### config.mk
export PLATFORM = sky130hd
export DESIGN_NAME = phase_sync_ctrl
export DESIGN_NICKNAME = d
export VERILOG_FILES = /design/src/rtl/phase_sync_pkg.sv /design/src/rtl/psc_sync_edge.sv /design/src/rtl/psc_phase_cnt.sv /design/src/rtl/psc_pattern_gen.sv /design/src/rtl/phase_sync_ctrl.sv
export SDC_FILE = /design/constraint.sdc
export NUM_CORES = 1
export LEC_CHECK = 0
export BUFFER_PORTS_ARGS = -buffer_cell sky130_fd_sc_hd__buf_2
export CORE_AREA = 2 2 39 41
export CTS_CLUSTER_SIZE = 40
export DETAILED_ROUTE_END_ITERATION = 7
export DIE_AREA = 0 0 41 43
export MAX_ROUTING_LAYER = met4
export PLACE_DENSITY = 0.73
export SYNTH_ARGS = -nofsm -noshare
export SYNTH_HDL_FRONTEND = slang
export SYNTH_SLANG_ARGS = --single-unit
### constraint.sdc
create_clock -name clk_i -period 2.1 [get_ports clk_i]
set_input_delay 0.105 -clock clk_i [delete_from_list [all_inputs] [get_ports clk_i]]
set_output_delay 0.105 -clock clk_i [all_outputs]
set_load 0.1 [all_outputs]
### src/rtl/phase_sync_pkg.sv
package phase_sync_pkg;
  localparam int unsigned DEF_DECIM   = 8;
  localparam int unsigned DEF_PAT_LEN = 16;
  localparam int unsigned DEF_STAGES  = 2;

  function automatic int unsigned idx_w(input int unsigned n);
    return (n > 1) ? $clog2(n) : 1;
  endfunction
endpackage

### src/rtl/psc_sync_edge.sv
module psc_sync_edge #(
  parameter int unsigned STAGES = 2
) (
  input  logic clk_i,
  input  logic rst_ni,
  input  logic sync_i,
  input  logic en_i,
  output logic pulse_o
);
  // chain[STAGES-1] is the last synchronizer flop, chain[STAGES] its delayed copy
  logic [STAGES:0] chain_q;
  logic            rise;
  logic            pulse_q;

  always_ff @(posedge clk_i or negedge rst_ni) begin
    if (!rst_ni) chain_q <= '0;
    else         chain_q <= {chain_q[STAGES-1:0], sync_i};
  end

  assign rise = chain_q[STAGES-1] & ~chain_q[STAGES];

  always_ff @(posedge clk_i or negedge rst_ni) begin
    if (!rst_ni) pulse_q <= 1'b0;
    else         pulse_q <= rise & en_i;
  end

  assign pulse_o = pulse_q;
endmodule

### src/rtl/psc_phase_cnt.sv
module psc_phase_cnt #(
  parameter int unsigned DECIM = 8,
  localparam int unsigned CNT_W = phase_sync_pkg::idx_w(DECIM)
) (
  input  logic             clk_i,
  input  logic             rst_ni,
  input  logic             restart_i,
  output logic [CNT_W-1:0] phase_o,
  output logic             valid_o
);
  localparam logic [CNT_W-1:0] TOP = CNT_W'(DECIM - 1);

  logic [CNT_W-1:0] cnt_q;
  logic             at_wrap;

  assign at_wrap = (cnt_q == '0);

  // restart and natural wrap load the same value: sync on the wrap is seamless
  always_ff @(posedge clk_i or negedge rst_ni) begin
    if (!rst_ni)                 cnt_q <= TOP;
    else if (restart_i || at_wrap) cnt_q <= TOP;
    else                         cnt_q <= cnt_q - CNT_W'(1);
  end

  assign phase_o = cnt_q;
  assign valid_o = at_wrap & rst_ni;
endmodule

### src/rtl/psc_pattern_gen.sv
module psc_pattern_gen #(
  parameter int unsigned         PAT_LEN = 16,
  parameter logic [PAT_LEN-1:0]  PATTERN = 16'hB4E1,
  localparam int unsigned        PTR_W   = phase_sync_pkg::idx_w(PAT_LEN)
) (
  input  logic             clk_i,
  input  logic             rst_ni,
  input  logic             en_i,
  input  logic             adv_i,
  input  logic             restart_i,
  output logic [PTR_W-1:0] ptr_o,
  output logic             bit_o
);
  localparam logic [PTR_W-1:0] LAST = PTR_W'(PAT_LEN - 1);

  logic [PTR_W-1:0] ptr_q;

  always_ff @(posedge clk_i or negedge rst_ni) begin
    if (!rst_ni)        ptr_q <= '0;
    else if (!en_i)     ptr_q <= '0;
    else if (restart_i) ptr_q <= '0;
    else if (adv_i)     ptr_q <= (ptr_q == LAST) ? '0 : ptr_q + PTR_W'(1);
  end

  assign ptr_o = ptr_q;
  assign bit_o = en_i & rst_ni & PATTERN[ptr_q];
endmodule

### src/rtl/phase_sync_ctrl.sv
module phase_sync_ctrl #(
  parameter int unsigned        DECIM   = phase_sync_pkg::DEF_DECIM,
  parameter int unsigned        PAT_LEN = phase_sync_pkg::DEF_PAT_LEN,
  parameter logic [PAT_LEN-1:0] PATTERN = 16'hB4E1,
  parameter int unsigned        STAGES  = phase_sync_pkg::DEF_STAGES,
  localparam int unsigned       CNT_W   = phase_sync_pkg::idx_w(DECIM),
  localparam int unsigned       PTR_W   = phase_sync_pkg::idx_w(PAT_LEN)
) (
  input  logic             clk_i,
  input  logic             rst_ni,
  input  logic             sync_i,
  input  logic             msync_en_i,
  input  logic             tsync_en_i,
  input  logic             test_en_i,
  input  logic             mod_bclk_en_i,
  output logic             msync_o,
  output logic             word_valid_o,
  output logic [CNT_W-1:0] phase_o,
  output logic [PTR_W-1:0] test_ptr_o,
  output logic             test_bit_o
);
  logic msync;

  psc_sync_edge #(.STAGES(STAGES)) i_sync_edge (
    .clk_i   (clk_i),
    .rst_ni  (rst_ni),
    .sync_i  (sync_i),
    .en_i    (msync_en_i),
    .pulse_o (msync)
  );

  psc_phase_cnt #(.DECIM(DECIM)) i_phase_cnt (
    .clk_i     (clk_i),
    .rst_ni    (rst_ni),
    .restart_i (msync),
    .phase_o   (phase_o),
    .valid_o   (word_valid_o)
  );

  psc_pattern_gen #(.PAT_LEN(PAT_LEN), .PATTERN(PATTERN)) i_pattern_gen (
    .clk_i     (clk_i),
    .rst_ni    (rst_ni),
    .en_i      (test_en_i),
    .adv_i     (mod_bclk_en_i),
    .restart_i (msync & tsync_en_i),
    .ptr_o     (test_ptr_o),
    .bit_o     (test_bit_o)
  );

  assign msync_o = msync;
endmodule

* Yosys cells after proc, flatten, opt, wreduce, memory -nomap -nowiden
Memories as Yosys holds them, arrays and structs flattened.
Cells that the tools add are included.
** Storage, ports and cells
- Bits in registers :: 11
- Latch bits :: 0
- Memory bits (writable) :: 0
- Memory bits (read-only) :: 16
- Input port bits :: 7
- Word-level logic and storage cells :: 25
- Memories :: 1
** Cells by class
- $add $sub $neg :: 2
- $mul :: 0
- Div/mod/pow operators :: 0
- Magnitude comparators :: 1
- Equality and inequality tests :: 2
- Shifts and indexed selects :: 0
- Mux-type cells :: 6
- Bitwise gates (word level) :: 7
- Reductions and logical operators :: 2
** Memories
- (no name shown) :: depth 16, width 1, rd ports 1, clocked after Yosys merged registers in 0, write ports 0, RTL line psc_pattern_gen.sv:26 : assign bit_o = en_i & rst_ni & PATTERN[ptr_q];
** Operators by type and width (count)
- $mux W4 :: 4
- $and A1 B1 Y1 :: 6
- $lt A4 B5 Y1 const B :: 1
- $add A4 B1 Y4 const B :: 1
- $eq A4 B4 Y1 const B :: 1
- $logic_not A3 Y1 :: 1
- $mux W3 :: 1
- $ne A3 B1 Y1 const B :: 1
- $sub A3 B1 Y3 const B :: 1
- $logic_or A1 B1 Y1 :: 1
- $mux W1 :: 1
- $not A1 Y1 :: 1

* Longest topological paths before layout
Gate-level depths: netlist of run 1.
- Depth in word-level cells :: 5
- Depth in mapped cells :: 5
- Depth with buffers taken out :: 5

* Cells and area by module
From an unflattened synthesis of run 1, not the netlist that was laid out.
** Unflattened totals
- Cell total of the unflattened synthesis :: 51
- Area, all modules :: 540.5 µm²
** Modules (own cells, without submodules)
- psc_pattern_gen :: times used 1, cells an instance 30, area an instance 274.0 µm²
- psc_phase_cnt :: times used 1, cells an instance 15, area an instance 151.4 µm²
- psc_sync_edge :: times used 1, cells an instance 5, area an instance 108.9 µm²
- phase_sync_ctrl :: times used 1, cells an instance 1, area an instance 6.3 µm²

* Least setup slack after synthesis of run 1
Ideal clock, no wire load.
- Path kind :: register to output
- Start point :: register i_pattern_gen.ptr_q[0], in the netlist i_pattern_gen.ptr_o[0]
- End point :: output test_bit_o
- Arrival time :: 3897 ps
- Required time :: 1995 ps
- Setup slack :: -1902 ps
- Cell stages (with the launch flop) :: 6
- Cells stage by stage :: dfrtp_1 > inv_1 > ha_1 > xor2_1 > nor2_1 > a211oi_1
** On the way
- Word-level cells in the longest chain between the ends :: 3
** RTL lines
- from (decl) :: RTL line psc_pattern_gen.sv:16 : logic [PTR_W-1:0] ptr_q;
- from (signal assigned) :: RTL line psc_pattern_gen.sv:22 : else if (adv_i) ptr_q <= (ptr_q == LAST) ? '0 : ptr_q + PTR_W'(1);
- $mem_v2 Z16 W1
- $mux W1 (implied by the code) :: RTL line psc_pattern_gen.sv:26
- $and A1 B1 Y1 :: RTL line psc_pattern_gen.sv:26
- to (decl) :: RTL line phase_sync_ctrl.sv:20 : output logic test_bit_o
No other way between the ends. The select of a mux whose other input is x is not followed.

* Worst setup path in the final report of run 1
Same ends and word-level chain as after synthesis.

==> parameters.txt, run 1 <==
Parameter                              Value

Yosys
  Simple-gate area share of the yosys netlist ... 13.63%
  Cell types with the highest counts after synthesis ... dfrtp_1 (8), nand2_1 (8), ha_1 (6)
  Dominant combinational cell family by area after synthesis ... adder cells
  Synth area leaders ... dfrtp_1 (37%), dfstp_2 (15%), ha_1 (14%)
  #FFs+latches synth ... 11
  Number of warning messages in the yosys log ... 0
  Complex-gate fraction of the synthesized area ... 7.159%
  Share of the synthesized area in the top cell type ... 36.95%
  Syn_nets ... 66
  Count of flip-flops with a built-in enable after synthesis ... 0
  Cell area after synthesis ... 541.8 µm²
  Synthesized instance count ... 53
  Synthesized area per cell ... 10.22 µm²
  Cell type contributing the most total cell area after synthesis ... dfrtp_1
  Sequential fraction of the synthesis area ... 51.50%
  Async set or reset register ratio after synthesis ... 100.0%
  Multiplexer fraction of the synthesized cell area ... 5.543%
  Xor/xnor cell area share of the yosys netlist ... 3.233%
  Share of synthesized cell area in full adder, half adder and majority cells ... 13.86%
  Top flip-flop cell by instance count after synthesis ... dfrtp_1
  Count of cell types in the netlist ... 18

Timing
  Final setup viols ... 0
  Total negative setup slack ... 0 ns
  F_max ... 0.5214 GHz
  Post-Route Skew ... 0.002960 ns
  RSZ-0062 raised after global routing ... false
  Time the worst path needs with I/O delays and setup ... 1.918 ns
  Hold violation count in the final report ... 0
  Slew at the pin closest to its max-slew limit ... 0.4844 ns
  Portion of the clock cycle consumed by the worst path in the final layout ... 91.33%
  Final Max Slew Viols ... 0
  Normalized max-slew margin ... 67.93%

Power and ir drop
  Power Density ... 1190 nW/µm²
  Peak VDD IR ... 0.8129 mV
  Total power draw ... 839.7 µW
  Leak Pwr ... 0.3605 nW

Min path
  Hold Path Cell Cnt ... 3
  Hold Path End ... i_sync_edge.pulse_o
  Worst hold start ... msync_en_i
  Classification of the worst-slack hold path ... in -> reg

Critical path
  Crit Reg-Reg Endpoint ... i_phase_cnt.phase_o[2]
  Critical path endpoint category ... primary output
  Critical Path RT ... 2.00 ns
  Worst Setup Path Type ... reg -> out
  Register-to-Register Path Depth ... 5
  Worst-path maximum fanout ... 6
  Launch instance of the worst register-to-register path ... i_phase_cnt.phase_o[0]
  Arrival time of data at the critical path endpoint ... 1.81 ns
  Critical Path Start Type ... flip-flop
  Minimum setup slack among reg-to-reg paths ... 0.81 ns

Layout
  Layout cells sized above 1 ... 39.19%
  Non-Filler Cell Area, Final ... 705.7 µm²
  Final net count ... 88
  Relative area change from synthesis to final layout ... 30.25%
  Number of diodes added for antenna fixing ... 0

Placement
  Number of port buffers ... 16
  Final weighted congestion of routability-driven global placement ... 0.7490
  Final HPWL DP ... 688.5 µm
  Cell area reported after detailed placement ... 659.4 µm²

Run status
  Outcome ... complete, no violations

Global route
  Largest net degree at the start of global routing ... 14
  GRT Util Overall ... 11.79%
  Via count of the first global-routing pass ... 363
  Antenna violations before repair ... 0
  Global route total overflow ... 0
  First-pass GRT wire length ... 1359 µm

Clock tree
  Maximum count of clock buffers along a single path ... 2
  TritonCTS clock tree ... done
  CTS root buf ... clkbuf_4
  Clock Pin Slew Worst Setup and Hold Paths ... 0.07 ns
  Num CTS Buffers ... 3
  Clk sinks ... 11
  Number of setup buffers added after CTS ... 0
  Clk_lat worst skew ... 0.26 ns
  H-tree levels ... 1

Routing
  Drt pass-1 iters ... 3
  Vias ... 413
  Number of DRC markers in iteration 0 ... 4
  Vias/cell ... 4.589
  Routed WL ... 846 µm
  Mean routed wirelength per cell ... 9.400 µm
  DR DRC count ... 0
  Residual antenna-violating net count after detailed routing ... 0

Floorplanning
  I/O pins ... 17
  Overall die height ... 43 µm
  Area of the die ... 1763 µm²
  Total number of placement rows ... 14
  Horizontal die dimension ... 41 µm
  Area of the core ... 1384 µm²
  Starting density of the core ... 39.15%

Flow run
  Number of violations of the max-capacitance limit ... 0
## kinds of logic (layout without fill, tap and decap cells)
group | after synthesis | in the layout
simple gates | 17 | 17
flops | 11 | 11
compound gates | 7 | 7
buf+inv | 7 | 28
fa+ha+maj | 6 | 6
mux | 3 | 3
xor+xnor | 2 | 2
## through the flow
step | worst slack, ns | hold WS [ns] | utilization [%] | cells
6_report | 0.1821 | 0.06078 | 50.99 | 90
5_1_grt | 0.1050 | 0.06629 | 50.99 | 90
4_1_cts | 0.1621 | 0.05740 | 50.99 | 90
3_5_place_dp | 0.4459 | -0.005586 | 47.65 | 84
3_3_place_gp | 0.4751 | -0.01176 | 47.65 | 84
2_1_floorplan | 0.02531 | -0.1906 | - | 53
## worst max-delay path by stage
| stage | start | end | slack, ns | cells after the start |
|---|---|---|---|---|
| final | i_pattern_gen.ptr_o[0] | test_bit_o | 0.18 | 6 |
| after global routing | i_pattern_gen.ptr_o[0] | test_bit_o | 0.10 | 6 |
| after CTS | i_pattern_gen.ptr_o[0] | test_bit_o | 0.16 | 6 |
| after detailed placement | i_pattern_gen.ptr_o[0] | test_bit_o | 0.45 | 6 |
| after global placement | i_pattern_gen.ptr_o[0] | test_bit_o | 0.48 | 6 |
| after floorplan | i_pattern_gen.ptr_o[2] | test_bit_o | 0.03 | 4 |
## power by group
group | total [mW] | internal (mW) | switching, mW
logic | 0.410 | 0.0756 | 0.334
registers | 0.294 | 0.269 | 0.0249
clock network | 0.136 | 0.0732 | 0.0632
## state kept, by name (all words and copies together) (netlist names)
name	cells
i_pattern_gen.ptr_o	4
i_phase_cnt.phase_o	3
i_sync_edge.chain_q	3
i_sync_edge.pulse_o	1
## area by class of cell
type	instances	area (µm²)
Fill cell	137	678.2
Sequential cell	11	289.0
Multi-Input combinational cell	35	247.7
Timing Repair Buffer	18	100.1
Clock buffer	4	26.28
Inverter	6	22.52
Tap cell	16	20.02
## timing repair
item / CTS / global route
gates resized for setup: 0 / 0
endpoints found under the hold margin: 12 / 0
hold buffers: 2 / 0
## cell usage in the layout (no fill, tap or decap), types with 2 or more instances in the layout
cell           count
inv_1              4
mux2i_1            3
dfrtp_4            2
dfstp_2            3
xor2_1             2
buf_2             16
a21oi_1            4
dlygate4sd3_1      2
inv_2              2
nor2_1             5
dfrtp_2            2
dfrtp_1            4
nand2_1            8
ha_1               6
clkbuf_4           3
## per-layer routing
metal | GRT usage, % | vias to the layer above | share of wire (%)
met4 | 0 | 0 | 0
met2 | 18.13 | 7 | 52
li1 | - | 216 | -
met3 | 6.283 | 0 | 3.9
met5 | - | - | 0
met1 | 14.53 | 190 | 44
## worst max-delay path, stage by stage (launching register included)
cell	delay (ns)
dfrtp_4	0.51
inv_2	0.09
ha_1	0.15
xor2_1	0.14
nor2_1	0.08
a211oi_4	0.14
buf_2	0.45
Power figures use the tool's default switching activity.
==> inputs of run 2 (changes only) <==
GPL_TIMING_DRIVEN = 0   (was default)
==> run 2 against run 1 <==
Largest cell class unchanged. Critical path depth stayed put. Global-route usage increased by 0.99 points. Highest routed layer is now met4. Cell area rose by 0.71%.
==> parameters.txt, run 2 (same netlist as run 1, synthesis figures left out) <==
Parameter                              Value

Global route
  Via count of the first global-routing pass ... 339
  Antenna violations before repair ... 0
  Global route total overflow ... 0
  Largest net degree at the start of global routing ... 14
  GRT Util Overall ... 12.77%
  First-pass GRT wire length ... 1338 µm

Power and ir drop
  Peak VDD IR ... 0.4693 mV
  Power Density ... 1186 nW/µm²
  Leak Pwr ... 0.3660 nW

Routing
  Residual antenna-violating net count after detailed routing ... 0
  Routed WL ... 859 µm
  Drt pass-1 iters ... 4
  Vias/cell ... 4.516
  Number of DRC markers in iteration 0 ... 8
  DR DRC count ... 0
  Vias ... 411
  Mean routed wirelength per cell ... 9.440 µm

Floorplanning
  Area of the die ... 1763 µm²
  I/O pins ... 17
  Overall die height ... 43 µm
  Starting density of the core ... 39.15%
  Total number of placement rows ... 14
  Horizontal die dimension ... 41 µm
  Area of the core ... 1384 µm²

Critical path
  Worst-path maximum fanout ... 6
  Critical Path Start Type ... flip-flop
  Worst Setup Path Type ... reg -> out
  Arrival time of data at the critical path endpoint ... 1.84 ns
  Critical Path RT ... 2.00 ns
  Critical path endpoint category ... primary output

Timing
  RSZ-0062 raised after global routing ... false
  F_max ... 0.5136 GHz
  Portion of the clock cycle consumed by the worst path in the final layout ... 92.72%
  Final Max Slew Viols ... 0
  Final setup viols ... 0
  Slew at the pin closest to its max-slew limit ... 0.4846 ns
  Normalized max-slew margin ... 67.91%
  Post-Route Skew ... 0.003993 ns
  Hold violation count in the final report ... 0
  Time the worst path needs with I/O delays and setup ... 1.947 ns
  Total negative setup slack ... 0 ns

Layout
  Layout cells sized above 1 ... 40.00%
  Filler Cell Count ... 137
  Number of diodes added for antenna fixing ... 0
  Leading cell type in the layout, fill and taps excluded ... buf_2
  Relative area change from synthesis to final layout ... 31.18%
  Most frequent cells in the layout ... buf_2 (17), nand2_1 (8), ha_1 (6), nor2_1 (5)
  Max reg flops ... 4
  Final net count ... 89
  Area used by multi-input combinational logic ... 247.7 µm²
  Final Util ... 51.36%
  Total area of sequential cells ... 289.0 µm²

Clock tree
  H-tree levels ... 1
  Num CTS Buffers ... 3
  Clock Pin Slew Worst Setup and Hold Paths ... 0.07 ns
  TritonCTS clock tree ... done
  Maximum count of clock buffers along a single path ... 2
  Clk sinks ... 11
  Clk_lat worst skew ... 0.27 ns
  Number of setup buffers added after CTS ... 0
  CTS root buf ... clkbuf_4

Flow run
  Number of violations of the max-capacitance limit ... 0

Placement
  Number of port buffers ... 16
  Final HPWL DP ... 653.9 µm
  Final weighted congestion of routability-driven global placement ... 0.7241

Min path
  Classification of the worst-slack hold path ... in -> reg

Run status
  Outcome ... complete, no violations
==> run 2: worst paths after layout <==
check                                             from                endpoint  slack, ns  cells past startpoint
worst max-delay path            i_pattern_gen.ptr_o[0]              test_bit_o       0.15                      6
worst min-delay path                        msync_en_i     i_sync_edge.pulse_o       0.05                      3
worst max register to register  i_phase_cnt.phase_o[0]  i_phase_cnt.phase_o[2]       0.80                      5
worst min register to register  i_sync_edge.chain_q[0]  i_sync_edge.chain_q[1]       0.35                      0
max in group asynchronous                       rst_ni  i_phase_cnt.phase_o[2]       1.59                      2
min in group asynchronous                       rst_ni  i_sync_edge.chain_q[0]       0.24                      2
==> run 2: layout make-up <==
cell class              instances  share of cell area, %
flip-flops and latches         11                  40.67
multi-input cells              35                  34.86
repair buffers                 18                  14.08
clock buffers                   4                  3.697
inverters                       6                  3.169
well taps                      16                  2.817
plain buffers                   1                 0.7042
==> run 2: metal layers <==
layer,global-route usage [%],up-vias,share of wire (%),wire (µm)
met5,-,-,0,0
met4,8.000,0,2.2,19
met3,9.424,4,6.2,53
met2,15.63,11,49,421
met1,14.29,180,42,364
li1,-,216,-,-
==> run 2: timing repair <==
action | 4_1_cts | 5_1_grt
endpoints found under the hold margin | 12 | 0
hold buffers | 2 | 0
resized for setup | 0 | 0
==> run 2: worst max-delay path, stage by stage, from the launching register on <==
cell      delay (ns)
dfrtp_4         0.51
inv_2           0.09
ha_1            0.16
xor2_1          0.14
nor2_1          0.08
a211oi_4        0.14
buf_2           0.45
==> run 2: power breakdown <==
part	switching, mW	internal (mW)
registers	0.0240	0.269
clock network	0.0680	0.0736
logic	0.333	0.0754
total	0.425	0.418
==> run 2: metrics by stage <==
stage               std cells  instance area [µm²]  setup slack, ns  power, mW  hold WS [ns]
floorplan                  53                564.3          0.02531     0.6497       -0.1906
global placement           85                664.4           0.4636     0.6996      -0.01195
detailed placement         85                664.4           0.4390     0.7055     -0.004867
CTS                        91                710.7           0.1363     0.8539       0.04441
global route               91                710.7          0.06472     0.8967       0.06546
finish                     91                710.7           0.1529     0.8431       0.05161
==> inputs of run 3 (changes only) <==
clock period = 2 ns   (was 2.1 ns; I/O delays follow)
==> run 3 against run 2 <==
Combinational power up 7.3%. Via count up 2.4%. Worst setup slack worse by 0.040 ns. Cell area up 3.7%. Non-clock buffer count unchanged. Critical endpoint unchanged. Flip-flop and latch count unchanged. Register-to-register slack worse by 0.11 ns.
==> parameters.txt, run 3 (same netlist as run 1, synthesis figures left out) <==
Parameter                              Value

Floorplanning
  Starting density of the core ... 39.15%
  Area of the core ... 1384 µm²
  Area of the die ... 1763 µm²
  Total number of placement rows ... 14
  Horizontal die dimension ... 41 µm
  I/O pins ... 17
  Overall die height ... 43 µm

Routing
  Residual antenna-violating net count after detailed routing ... 0
  Highest Signal Layer ... met3
  Routed WL ... 884 µm
  Drt pass-1 iters ... 2
  Vias/cell ... 4.626
  Routed length on met2 ... 442 µm
  Mean routed wirelength per cell ... 9.714 µm
  Routed wl met3 ... 63 µm
  Number of DRC markers in iteration 0 ... 4
  Vias ... 421
  DR DRC count ... 0
  Metal1 wirelength ... 377 µm

Power and ir drop
  Peak VDD IR ... 0.6220 mV
  Combinational share of power ... 48.9%
  Total power draw ... 896.7 µW
  Net switching fraction of the power ... 50.68%
  Power share of the clock group ... 16.3%
  Switching power ... 454.5 µW
  Leak Pwr ... 0.3678 nW
  Flop pwr share ... 34.8%
  Power Density ... 1217 nW/µm²
  Cell-internal power ... 442.2 µW

Critical path
  Largest stage delay on the critical path ... 0.52 ns
  Register-to-Register Path Depth ... 5
  Highest-delay cell along the critical path ... dfrtp_4
  Critical Path Start Type ... flip-flop
  Logic depth of the worst setup path including buffers ... 6
  Worst-path maximum fanout ... 6
  Arrival time of data at the critical path endpoint ... 1.79 ns
  Critical path endpoint category ... primary output
  Worst Setup Path Type ... reg -> out
  Critical Path RT ... 1.90 ns
  Critical path buffers and inverters ... 2
  Crit-path cells ... inv_4 -> ha_4 -> xor2_1 -> nor2_1 -> a211oi_4 -> buf_2
  Cell family with the largest share of critical-path delay ... buffers and inverters

Layout
  Number of diodes added for antenna fixing ... 0
  Final net count ... 89
  Relative area change from synthesis to final layout ... 36.03%
  Filler Cell Count ... 129
  Final Util ... 53.25%
  Max reg flops ... 4
  Most frequent cells in the layout ... buf_2 (17), nand2_1 (8), nor2_1 (5)
  Layout cells sized above 1 ... 44.00%
  Non-Filler Cell Area, Final ... 737.0 µm²
  Leading cell type in the layout, fill and taps excluded ... buf_2
  Final non-filler cell total ... 91

Clock tree
  Num CTS Buffers ... 3
  Clock Pin Slew Worst Setup and Hold Paths ... 0.07 ns
  H-tree levels ... 1
  Count of cells resized by post-cts repair ... 0
  TritonCTS clock tree ... done
  Clk sinks ... 11
  Clk_lat worst skew ... 0.27 ns
  Maximum count of clock buffers along a single path ... 2
  CTS root buf ... clkbuf_4

Placement
  Final weighted congestion of routability-driven global placement ... 0.7467
  Cell area reported after detailed placement ... 690.7 µm²
  Final HPWL DP ... 712.3 µm
  Number of port buffers ... 16
  Post-Place Cells ... 85
  Pre-CTS setup slack ... 0.3929 ns

Min path
  Hold Path Cell Cnt ... 3
  Classification of the worst-slack hold path ... in -> reg

Timing
  Normalized max-slew margin ... 67.78%
  F_max ... 0.5300 GHz
  Post-Route Skew ... 0.01171 ns
  Slack of the critical path ... 0.1130 ns
  Time the worst path needs with I/O delays and setup ... 1.887 ns
  Slew at the pin closest to its max-slew limit ... 0.4866 ns
  Final Max Slew Viols ... 0
  Final setup viols ... 0
  Portion of the clock cycle consumed by the worst path in the final layout ... 94.35%
  RSZ-0062 raised after global routing ... false
  Hold violation count in the final report ... 0

Global route
  Global route total overflow ... 0
  Largest net degree at the start of global routing ... 14
  Antenna violations before repair ... 0
  GRT Util Overall ... 13.73%
  First-pass GRT wire length ... 1573 µm
  Via count of the first global-routing pass ... 401

Flow run
  Number of violations of the max-capacitance limit ... 0

Run status
  Outcome ... complete, no violations
[run 3: cell types whose count changed in the layout (fill, tap and decap cells not counted)]
| cell | change |
|---|---|
| ha_4 | +1 |
| mux2i_2 | +1 |
| inv_4 | +2 |
| dfrtp_4 | +1 |
| ha_1 | -2 |
| mux2i_1 | -1 |
| inv_2 | -2 |
| ha_2 | +1 |
| dfrtp_2 | -1 |
[run 3: worst paths after layout]
| kind | to | slack [ns] | from |
|---|---|---|---|
| worst max-delay path | test_bit_o | 0.11 | i_pattern_gen.ptr_o[0] |
| worst min-delay path | i_sync_edge.pulse_o | 0.05 | msync_en_i |
| worst max register to register | i_phase_cnt.phase_o[2] | 0.69 | i_phase_cnt.phase_o[0] |
| worst min register to register | i_sync_edge.chain_q[1] | 0.35 | i_sync_edge.chain_q[0] |
| max in group asynchronous | i_phase_cnt.phase_o[1] | 1.49 | rst_ni |
| min in group asynchronous | i_sync_edge.chain_q[2] | 0.23 | rst_ni |
[run 3: per-layer routing]
| metal | track usage [%] | up-vias |
|---|---|---|
| met5 | - | - |
| met4 | 2.000 | 0 |
| met3 | 9.424 | 0 |
| met2 | 19.69 | 9 |
| met1 | 16.04 | 197 |
| li1 | - | 215 |
[run 3: cell type report]
cell class	instances	area [µm²]	area share, %
Buffer	1	5.005	0.6791
Clock buffer	4	26.28	3.565
Inverter	6	27.53	3.735
Multi-Input combinational cell	35	266.5	36.16
Sequential cell	11	291.5	39.56
Tap cell	16	20.02	2.716
Timing Repair Buffer	18	100.1	13.58
[run 3: per-stage QoR]
stage | hold WS [ns] | TNS [ns]
floorplan | -0.1956 | -0.01814
global placement | -0.01546 | 0
detailed placement | -0.01477 | 0
CTS | 0.04406 | 0
global route | 0.05304 | 0
finish | 0.04812 | 0
[run 3: tightest hold or removal path, cell delays in order]
cell and delay, ns:
buf_2 0.10, nand2_1 0.05, nor2_1 0.03
[run 3: what timing repair did]
item	in CTS	in global routing
endpoints found under the hold margin	12	0
buffers inserted	0	0
hold buffers	2	0
[run 3: power by group through the flow]
stage	registers [mW]	logic (mW)	clock network, mW
after CTS	0.313	0.443	0.152
after global placement	0.312	0.429	0
after global routing	0.318	0.466	0.172
after detailed placement	0.317	0.440	0
after floorplan	0.561	0.128	0
final	0.312	0.439	0.146
